[config.mk]
export PLATFORM = sky130hd
export DESIGN_NAME = exc_entry_unit
export DESIGN_NICKNAME = d
export VERILOG_FILES = /design/src/rtl/exc_pkg.sv /design/src/rtl/exc_arbiter.sv /design/src/rtl/exc_state_calc.sv /design/src/rtl/exc_fault_calc.sv /design/src/rtl/exc_entry_unit.sv
export SDC_FILE = /design/constraint.sdc
export NUM_CORES = 1
export LEC_CHECK = 0
export BUFFER_PORTS_ARGS = -buffer_cell sky130_fd_sc_hd__buf_2
export CAP_MARGIN = 10
export CORE_AREA = 5 5 218 220
export CTS_CLUSTER_SIZE = 16
export DETAILED_ROUTE_END_ITERATION = 16
export DIE_AREA = 0 0 223 225
export PLACE_DENSITY_LB_ADDON = 0.12
export RECOVER_POWER = 100
export SETUP_SLACK_MARGIN = 0.2
export SYNTH_ARGS = -nofsm -noshare
export SYNTH_HDL_FRONTEND = slang
export SYNTH_SLANG_ARGS = --single-unit
[constraint.sdc]
create_clock -name clk -period 2.8 [get_ports clk]
set_input_delay 0.56 -clock clk [delete_from_list [all_inputs] [get_ports clk]]
set_output_delay 0.56 -clock clk [all_outputs]
set_load 0.01 [all_outputs]
[src/rtl/exc_pkg.sv]
// Shared constants, kinds and helpers for the exception entry unit.
// Assumes a 64-bit state word and 32-bit fault status; positions are MSB-0.
package exc_pkg;

    localparam int XLEN     = 64;
    localparam int STAT_W   = 32;
    localparam int NUM_EXC  = 10;
    localparam int KIND_W   = 4;
    localparam int CODE_W   = 3;
    localparam int BASE_LOW = 20;  // bits below the vector base

    typedef enum logic [KIND_W-1:0] {
        EXC_MCHK    = 4'd0,
        EXC_DSTOR   = 4'd1,
        EXC_ISTOR   = 4'd2,
        EXC_EXTERN  = 4'd3,
        EXC_ALIGN   = 4'd4,
        EXC_PROG    = 4'd5,
        EXC_FPUNAV  = 4'd6,
        EXC_DECR    = 4'd7,
        EXC_SYSCALL = 4'd8,
        EXC_FPASST  = 4'd9
    } exc_kind_e;

    // One-hot word from an MSB-0 position
    function automatic logic [XLEN-1:0] wbit(input int unsigned pos);
        logic [XLEN-1:0] v;
        v = '0;
        v[XLEN-1-pos] = 1'b1;
        return v;
    endfunction

    // One-hot status word from an MSB-0 position
    function automatic logic [STAT_W-1:0] sbit(input int unsigned pos);
        logic [STAT_W-1:0] v;
        v = '0;
        v[STAT_W-1-pos] = 1'b1;
        return v;
    endfunction

    localparam logic [XLEN-1:0] ST_CLEAR =
        wbit(45) | wbit(48) | wbit(49) | wbit(50) | wbit(52) | wbit(53) |
        wbit(54) | wbit(55) | wbit(58) | wbit(59) | wbit(62);
    localparam logic [XLEN-1:0] ST_WIDE   = wbit(0);
    localparam logic [XLEN-1:0] ST_PREFIX = wbit(57);
    localparam int              RECOV_LSB = XLEN - 1 - 62;
    localparam logic [XLEN-1:0] SAVE_KEEP =
        {{33{1'b1}}, 4'b0000, 5'b11111, 6'b000000, {16{1'b1}}};
    localparam logic [XLEN-1:0] VEC_BASE  =
        {{(XLEN-BASE_LOW){1'b1}}, {BASE_LOW{1'b0}}};

    // Saved-state cause bits
    localparam logic [XLEN-1:0] SV_I_MISS  = wbit(33);
    localparam logic [XLEN-1:0] SV_I_DSTR  = wbit(35);
    localparam logic [XLEN-1:0] SV_I_PROT  = wbit(36);
    localparam logic [XLEN-1:0] SV_I_SEG   = wbit(42);
    localparam logic [XLEN-1:0] SV_P_FP    = wbit(43);
    localparam logic [XLEN-1:0] SV_P_ILL   = wbit(44);
    localparam logic [XLEN-1:0] SV_P_PRIV  = wbit(45);
    localparam logic [XLEN-1:0] SV_P_TRAP  = wbit(46);
    localparam logic [XLEN-1:0] SV_CAUSES  =
        SV_I_MISS | SV_I_DSTR | SV_I_PROT | SV_I_SEG |
        SV_P_FP | SV_P_ILL | SV_P_PRIV | SV_P_TRAP;

    // Fault status bits
    localparam logic [STAT_W-1:0] FS_DSTR  = sbit(0);
    localparam logic [STAT_W-1:0] FS_MISS  = sbit(1);
    localparam logic [STAT_W-1:0] FS_PROT  = sbit(4);
    localparam logic [STAT_W-1:0] FS_XVIOL = sbit(5);
    localparam logic [STAT_W-1:0] FS_STORE = sbit(6);
    localparam logic [STAT_W-1:0] FS_SEG   = sbit(10);
    localparam logic [STAT_W-1:0] FS_XDIS  = sbit(11);

    // Handler offset per exception kind
    function automatic logic [XLEN-1:0] vec_offset(input exc_kind_e k);
        logic [XLEN-1:0] o;
        case (k)
            EXC_MCHK:    o = 64'h200;
            EXC_DSTOR:   o = 64'h300;
            EXC_ISTOR:   o = 64'h400;
            EXC_EXTERN:  o = 64'h500;
            EXC_ALIGN:   o = 64'h600;
            EXC_PROG:    o = 64'h700;
            EXC_FPUNAV:  o = 64'h800;
            EXC_DECR:    o = 64'h900;
            EXC_SYSCALL: o = 64'hC00;
            EXC_FPASST:  o = 64'hE00;
            default:     o = '0;
        endcase
        return o;
    endfunction

endpackage

[src/rtl/exc_arbiter.sv]
// Fixed-priority picker: the lowest set request index wins.
// Assumes request index order matches ascending handler offset.
module exc_arbiter #(
    parameter int N  = 10,
    parameter int IW = 4
) (
    input  logic [N-1:0]  req,
    output logic [N-1:0]  grant,
    output logic [IW-1:0] grant_idx,
    output logic          any
);

    logic [N:0] seen;

    assign seen[0] = 1'b0;

    // Prefix chain: each request is blocked by any lower-index request
    generate
        for (genvar i = 0; i < N; i++) begin : g_chain
            assign grant[i]  = req[i] & ~seen[i];
            assign seen[i+1] = seen[i] | req[i];
        end
    endgenerate

    assign any = seen[N];

    // Encode the one-hot grant into an index
    always_comb begin
        grant_idx = '0;
        for (int i = 0; i < N; i++) begin
            if (grant[i]) grant_idx = IW'(i);
        end
    end

endmodule

[src/rtl/exc_state_calc.sv]
// Computes new state, saved state, saved address and handler address
// for the winning exception. Purely combinational.
module exc_state_calc
    import exc_pkg::*;
(
    input  exc_kind_e           kind,
    input  logic [CODE_W-1:0]   code,
    input  logic [XLEN-1:0]     pc,
    input  logic [XLEN-1:0]     state,
    output logic [XLEN-1:0]     next_state,
    output logic [XLEN-1:0]     saved_state,
    output logic [XLEN-1:0]     saved_pc,
    output logic [XLEN-1:0]     target_pc
);

    logic [XLEN-1:0] cause;

    // Decode the cause bits that go into the saved state
    always_comb begin
        cause = '0;
        if (kind == EXC_ISTOR) begin
            case (code)
                3'd0:    cause = SV_I_MISS;
                3'd1:    cause = SV_I_DSTR;
                3'd2:    cause = SV_I_PROT;
                3'd3:    cause = SV_I_SEG;
                default: cause = '0;
            endcase
        end else if (kind == EXC_PROG) begin
            case (code)
                3'd0:       cause = SV_P_FP;
                3'd1, 3'd4: cause = SV_P_ILL;
                3'd2:       cause = SV_P_PRIV;
                3'd3:       cause = SV_P_TRAP;
                default:    cause = '0;
            endcase
        end
    end

    // Build the state words, return address and handler address
    always_comb begin
        next_state  = (state & ~ST_CLEAR) | ST_WIDE;
        saved_state = (state & SAVE_KEEP) | cause;
        saved_pc    = (kind == EXC_SYSCALL) ? pc + XLEN'(4) : pc;
        target_pc   = (((next_state & ST_PREFIX) != '0) ? VEC_BASE : '0)
                      + vec_offset(kind);
    end

endmodule

[src/rtl/exc_fault_calc.sv]
// Decides whether the data fault registers load, and with what.
// Only data storage and alignment entries touch them.
module exc_fault_calc
    import exc_pkg::*;
(
    input  exc_kind_e           kind,
    input  logic [CODE_W-1:0]   code,
    input  logic                is_store,
    input  logic [XLEN-1:0]     ea,
    output logic                load,
    output logic [XLEN-1:0]     addr_val,
    output logic [STAT_W-1:0]   stat_val
);

    // Select load enable and status for the winning kind
    always_comb begin
        load     = 1'b0;
        addr_val = ea;
        stat_val = '0;
        if (kind == EXC_DSTOR) begin
            load = 1'b1;
            case (code)
                3'd0:    stat_val = FS_DSTR;
                3'd1:    stat_val = FS_MISS;
                3'd2:    stat_val = FS_PROT;
                3'd3:    stat_val = FS_XVIOL;
                3'd4:    stat_val = FS_SEG;
                3'd5:    stat_val = FS_XDIS;
                default: stat_val = '0;
            endcase
            if (is_store) stat_val = stat_val | FS_STORE;
        end else if (kind == EXC_ALIGN) begin
            load     = 1'b1;
            stat_val = '0;
        end
    end

endmodule

[src/rtl/exc_entry_unit.sv]
// Exception entry unit top: picks the winning request, computes the
// entry values and commits them all on one clock edge with a redirect
// pulse. Assumes the core gates maskable requests before they arrive.
module exc_entry_unit
    import exc_pkg::*;
(
    input  logic                 clk,
    input  logic                 rst_n,
    input  logic [NUM_EXC-1:0]   exc_req,
    input  logic [CODE_W-1:0]    cause_code,
    input  logic                 is_store,
    input  logic [XLEN-1:0]      cur_pc,
    input  logic [XLEN-1:0]      cur_state,
    input  logic [XLEN-1:0]      fault_ea,
    output logic                 redirect_valid,
    output logic [XLEN-1:0]      redirect_pc,
    output logic [XLEN-1:0]      save_pc,
    output logic [XLEN-1:0]      save_state,
    output logic [XLEN-1:0]      new_state,
    output logic [XLEN-1:0]      fault_addr,
    output logic [STAT_W-1:0]    fault_status,
    output logic                 double_fault
);

    logic [NUM_EXC-1:0] grant;
    logic [KIND_W-1:0]  win_idx;
    logic               take;
    exc_kind_e          win_kind;
    logic [XLEN-1:0]    nx_state, nx_saved, nx_pc, nx_target;
    logic               f_load;
    logic [XLEN-1:0]    f_addr;
    logic [STAT_W-1:0]  f_stat;

    exc_arbiter #(.N(NUM_EXC), .IW(KIND_W)) u_arb (
        .req       (exc_req),
        .grant     (grant),
        .grant_idx (win_idx),
        .any       (take)
    );

    assign win_kind = exc_kind_e'(win_idx);

    exc_state_calc u_state (
        .kind        (win_kind),
        .code        (cause_code),
        .pc          (cur_pc),
        .state       (cur_state),
        .next_state  (nx_state),
        .saved_state (nx_saved),
        .saved_pc    (nx_pc),
        .target_pc   (nx_target)
    );

    exc_fault_calc u_fault (
        .kind     (win_kind),
        .code     (cause_code),
        .is_store (is_store),
        .ea       (fault_ea),
        .load     (f_load),
        .addr_val (f_addr),
        .stat_val (f_stat)
    );

    // Redirect pulse and double-fault flag, one cycle per entry
    always_ff @(posedge clk) begin
        if (!rst_n) begin
            redirect_valid <= 1'b0;
            redirect_pc    <= '0;
            double_fault   <= 1'b0;
        end else begin
            redirect_valid <= take;
            double_fault   <= take & ~cur_state[RECOV_LSB];
            if (take) redirect_pc <= nx_target;
        end
    end

    // Architectural registers written on entry
    always_ff @(posedge clk) begin
        if (!rst_n) begin
            save_pc    <= '0;
            save_state <= '0;
            new_state  <= '0;
        end else if (take) begin
            save_pc    <= nx_pc;
            save_state <= nx_saved;
            new_state  <= nx_state;
        end
    end

    // Data fault address and status, written only by their two kinds
    always_ff @(posedge clk) begin
        if (!rst_n) begin
            fault_addr   <= '0;
            fault_status <= '0;
        end else if (take && f_load) begin
            fault_addr   <= f_addr;
            fault_status <= f_stat;
        end
    end

    // grant is consumed via its index; keep it observable to the checker
    logic unused_grant;
    assign unused_grant = ^grant;

endmodule


==> results.md <==
* Nets@finish at 1,878
* Hold Path End: double_fault$_SDFF_PN0_
* Residual DRC count at 0
* Area added between synthesis and finish at 31.0%
* Ranking of synthesized cells by area: dfxtp_1, nand2_1, buf_4
* Initial Util at 0.219
* Die area at 50,200 um^2
* Routed WL per cell at 18.3 um
* Worst Tran Pin Value at 963 ps
* Hold WC Path Type: primary input to flip-flop
* Final period util at 0.834
* DIE WIDTH at 223 um
* H-tree depth at 1
* FF-to-FF Start: save_pc[62]$_SDFFE_PN0P_
* I/O Buffers at 506
* TritonRoute pass-1 iters at 5
* First DRT Iteration DRCs at 454
* CTS tree: done
* # resized after CTS at 0
* Setup TNS at 0 ps
* Count leader, synth: nand2_1
* Max Fclk at 428 MHz
* Leakage at 5.13 nW
* Core area at 45,100 um^2
* Row Count at 78
* Post-synth EDFFs at 0
* # clock sinks at 213
* DRT antenna net count at 0
* CTS Buffer Depth at 3
* Clock Root Buffer: clkbuf_16
* Initial antenna violation count at 9
* Post-DP Area at 12,500 um^2
* CTS hold repair buffers at 0
* Area leader, netlist: dfxtp_1
* Multi-input logic area at 4400 um^2
* Reg-to-reg slack, setup at 2020 ps
* Syn Std Cell Area at 9880 um^2
* Vias at 9,700
* Seq/Total Area, Yosys at 0.432
* Worst r2r dst: save_pc[62]$_SDFFE_PN0P_
* Arr. time, crit path at 2820 ps
* CP Launch Type: primary input
* Placer Congestion at 0.804
* DIE HEIGHT at 225 um
* Crit. End Element: flip-flop
* Outcome: finished, final reports clean
* Total gr overflow at 0
* Pin count of the biggest net entering global routing at 50
* Count of pins over their slew limit at 0
* Fraction of layout cells with a size suffix above 1 at 0.178
* Synth Register Bits at 213
* Post-synthesis async set-or-reset flop share at 0
* Clock transition at path regs at 60 ps
* Hold Crit Depth at 2
* Num CTS Buffers at 27
* Fin crit period at 2340 ps
* Filler Cells Inserted at 5,150
* # setup viols final at 0
* Worst Reg-to-Reg Cells at 2
* HP Start: cur_state[1]
* Max_slew headroom at 0.358
* Io pins at 562
* Clock skew at 0 ps
* Synth cell count leaders: nand2_1, dfxtp_1, a21oi_1, buf_4, nor2_1
* Vias per std cell at 4.24
* Final Hold Viols at 0
* Share of the synthesized area in the top cell type at 0.432
* Final wirelength at 41,800 um
* GR Util All Layers at 0.152
* Syn. warnings at 0
* Global-route wire length before repair at 59,900 um
* Worst EP required at 3290 ps
* Register Area at 4260 um^2
* Clock Latency Late Sink at 550 ps
* CP max FO at 13
* Final Total Pwr at 0.00778 W
* Maxcap violations at 0
* Most common flop cell mapped by yosys: dfxtp_1
* Synthesized instance count at 1,252
* Syn_area_per_cell at 7.89 um^2
* Postcts setup bufs at 0
* Unique masters post-synth at 50
* Max VDD drop at 0.392 mV
* Util after Layout at 0.287
* Post-DP HPWL at 32,000 um
* Vias in the first global route at 9,160
* RSZ-0062 raised after global routing: no
* Setup CP Type: primary input to flip-flop
* Final non-filler cell area at 12,900 um^2
* Cell Pwr Density at 601 nW/um^2
-- worst max path at each step --
stage,from,endpoint,slack (ps),depth (start not counted)
detailed placement,exc_req[4],save_pc[46]$_SDFFE_PN0P_,100,8
CTS,exc_req[4],save_pc[46]$_SDFFE_PN0P_,710,8
global placement,exc_req[4],save_pc[46]$_SDFFE_PN0P_,90,8
floorplan,exc_req[2],save_pc[55]$_SDFFE_PN0P_,310,8
global route,exc_req[4],save_pc[46]$_SDFFE_PN0P_,270,8
finish,exc_req[2],fault_addr[34]$_SDFFE_PN0P_,460,8
-- cells in the final DEF, fill, tap and decap left out, types with 7 or more instances in the layout --
cell / netlist / layout
nand3_1: 29 / 29
xor2_1: 19 / 19
nor3_1: 17 / 17
clkbuf_1: 67 / 313
dfxtp_1: 213 / 213
nand2_1: 289 / 288
buf_12: 0 / 10
buf_2: 5 / 205
clkbuf_16: 0 / 27
inv_1: 13 / 12
and4_1: 7 / 7
xnor2_1: 38 / 38
buf_4: 141 / 24
a22oi_1: 9 / 9
conb_1: 1 / 54
o21ai_0: 50 / 50
nand4_1: 19 / 19
a21oi_1: 176 / 176
nor2_1: 70 / 69
nor4_1: 10 / 12
a211oi_1: 15 / 15
and3_1: 9 / 9
-- cell families after synthesis --
family / count (synthesis) / share of synthesized area
compound gates: 266 / 0.147
xor+xnor: 57 / 0.0505
fa+ha+maj: 3 / 0.00380
buf+inv: 228 / 0.142
flops: 213 / 0.432
mux: 1 / 0.00101
other cells: 1 / 0.000380
simple gates: 483 / 0.224
-- state kept, by name, summed over array words and instances (netlist names) --
signal / cells
double_fault: 1
fault_addr: 64
fault_status: 7
new_state: 53
redirect_pc: 4
redirect_valid: 1
save_pc: 64
save_state: 19
-- per-layer routing --
metal	track usage	routed length, um	vias up
met1	0.179	16700	4395
met5	0	99	-
met4	0.0403	1040	16
li1	-	-	4871
met2	0.266	20600	354
met3	0.0496	3500	64
-- report_power, final --
part           switching (W)  leakage [nW]  total, W  internal (W)
logic               0.000605          2.92  0.000939      0.000334
registers          0.0000865          1.76   0.00327       0.00319
clock network        0.00144         0.450   0.00357       0.00213
-- final cells by class --
type,instances,area share
tap,600,0.0580
sequential,213,0.329
inverter,13,0.00416
multi-input combinational,864,0.340
clock buffer,40,0.0606
antenna,1,0.000193
clock inverter,10,0.00918
timing repair buffer,548,0.198
-- metrics by stage --
step	worst slack, ps	hold WS [ps]	instances
6_report	464	171	2289
5_1_grt	274	155	2289
4_1_cts	709	130	2288
3_5_place_dp	105	443	2238
3_3_place_gp	89.2	436	2238
2_1_floorplan	310	476	1305
-- worst max-delay path, cell delays in order --
cell and delay [ps]:
clkbuf_1 200, buf_4 210, nor2_1 100, a21oi_1 290
or2_0 700, clkbuf_1 490, nand2_1 110, a21oi_1 150
Power figures use the tool's default switching activity.
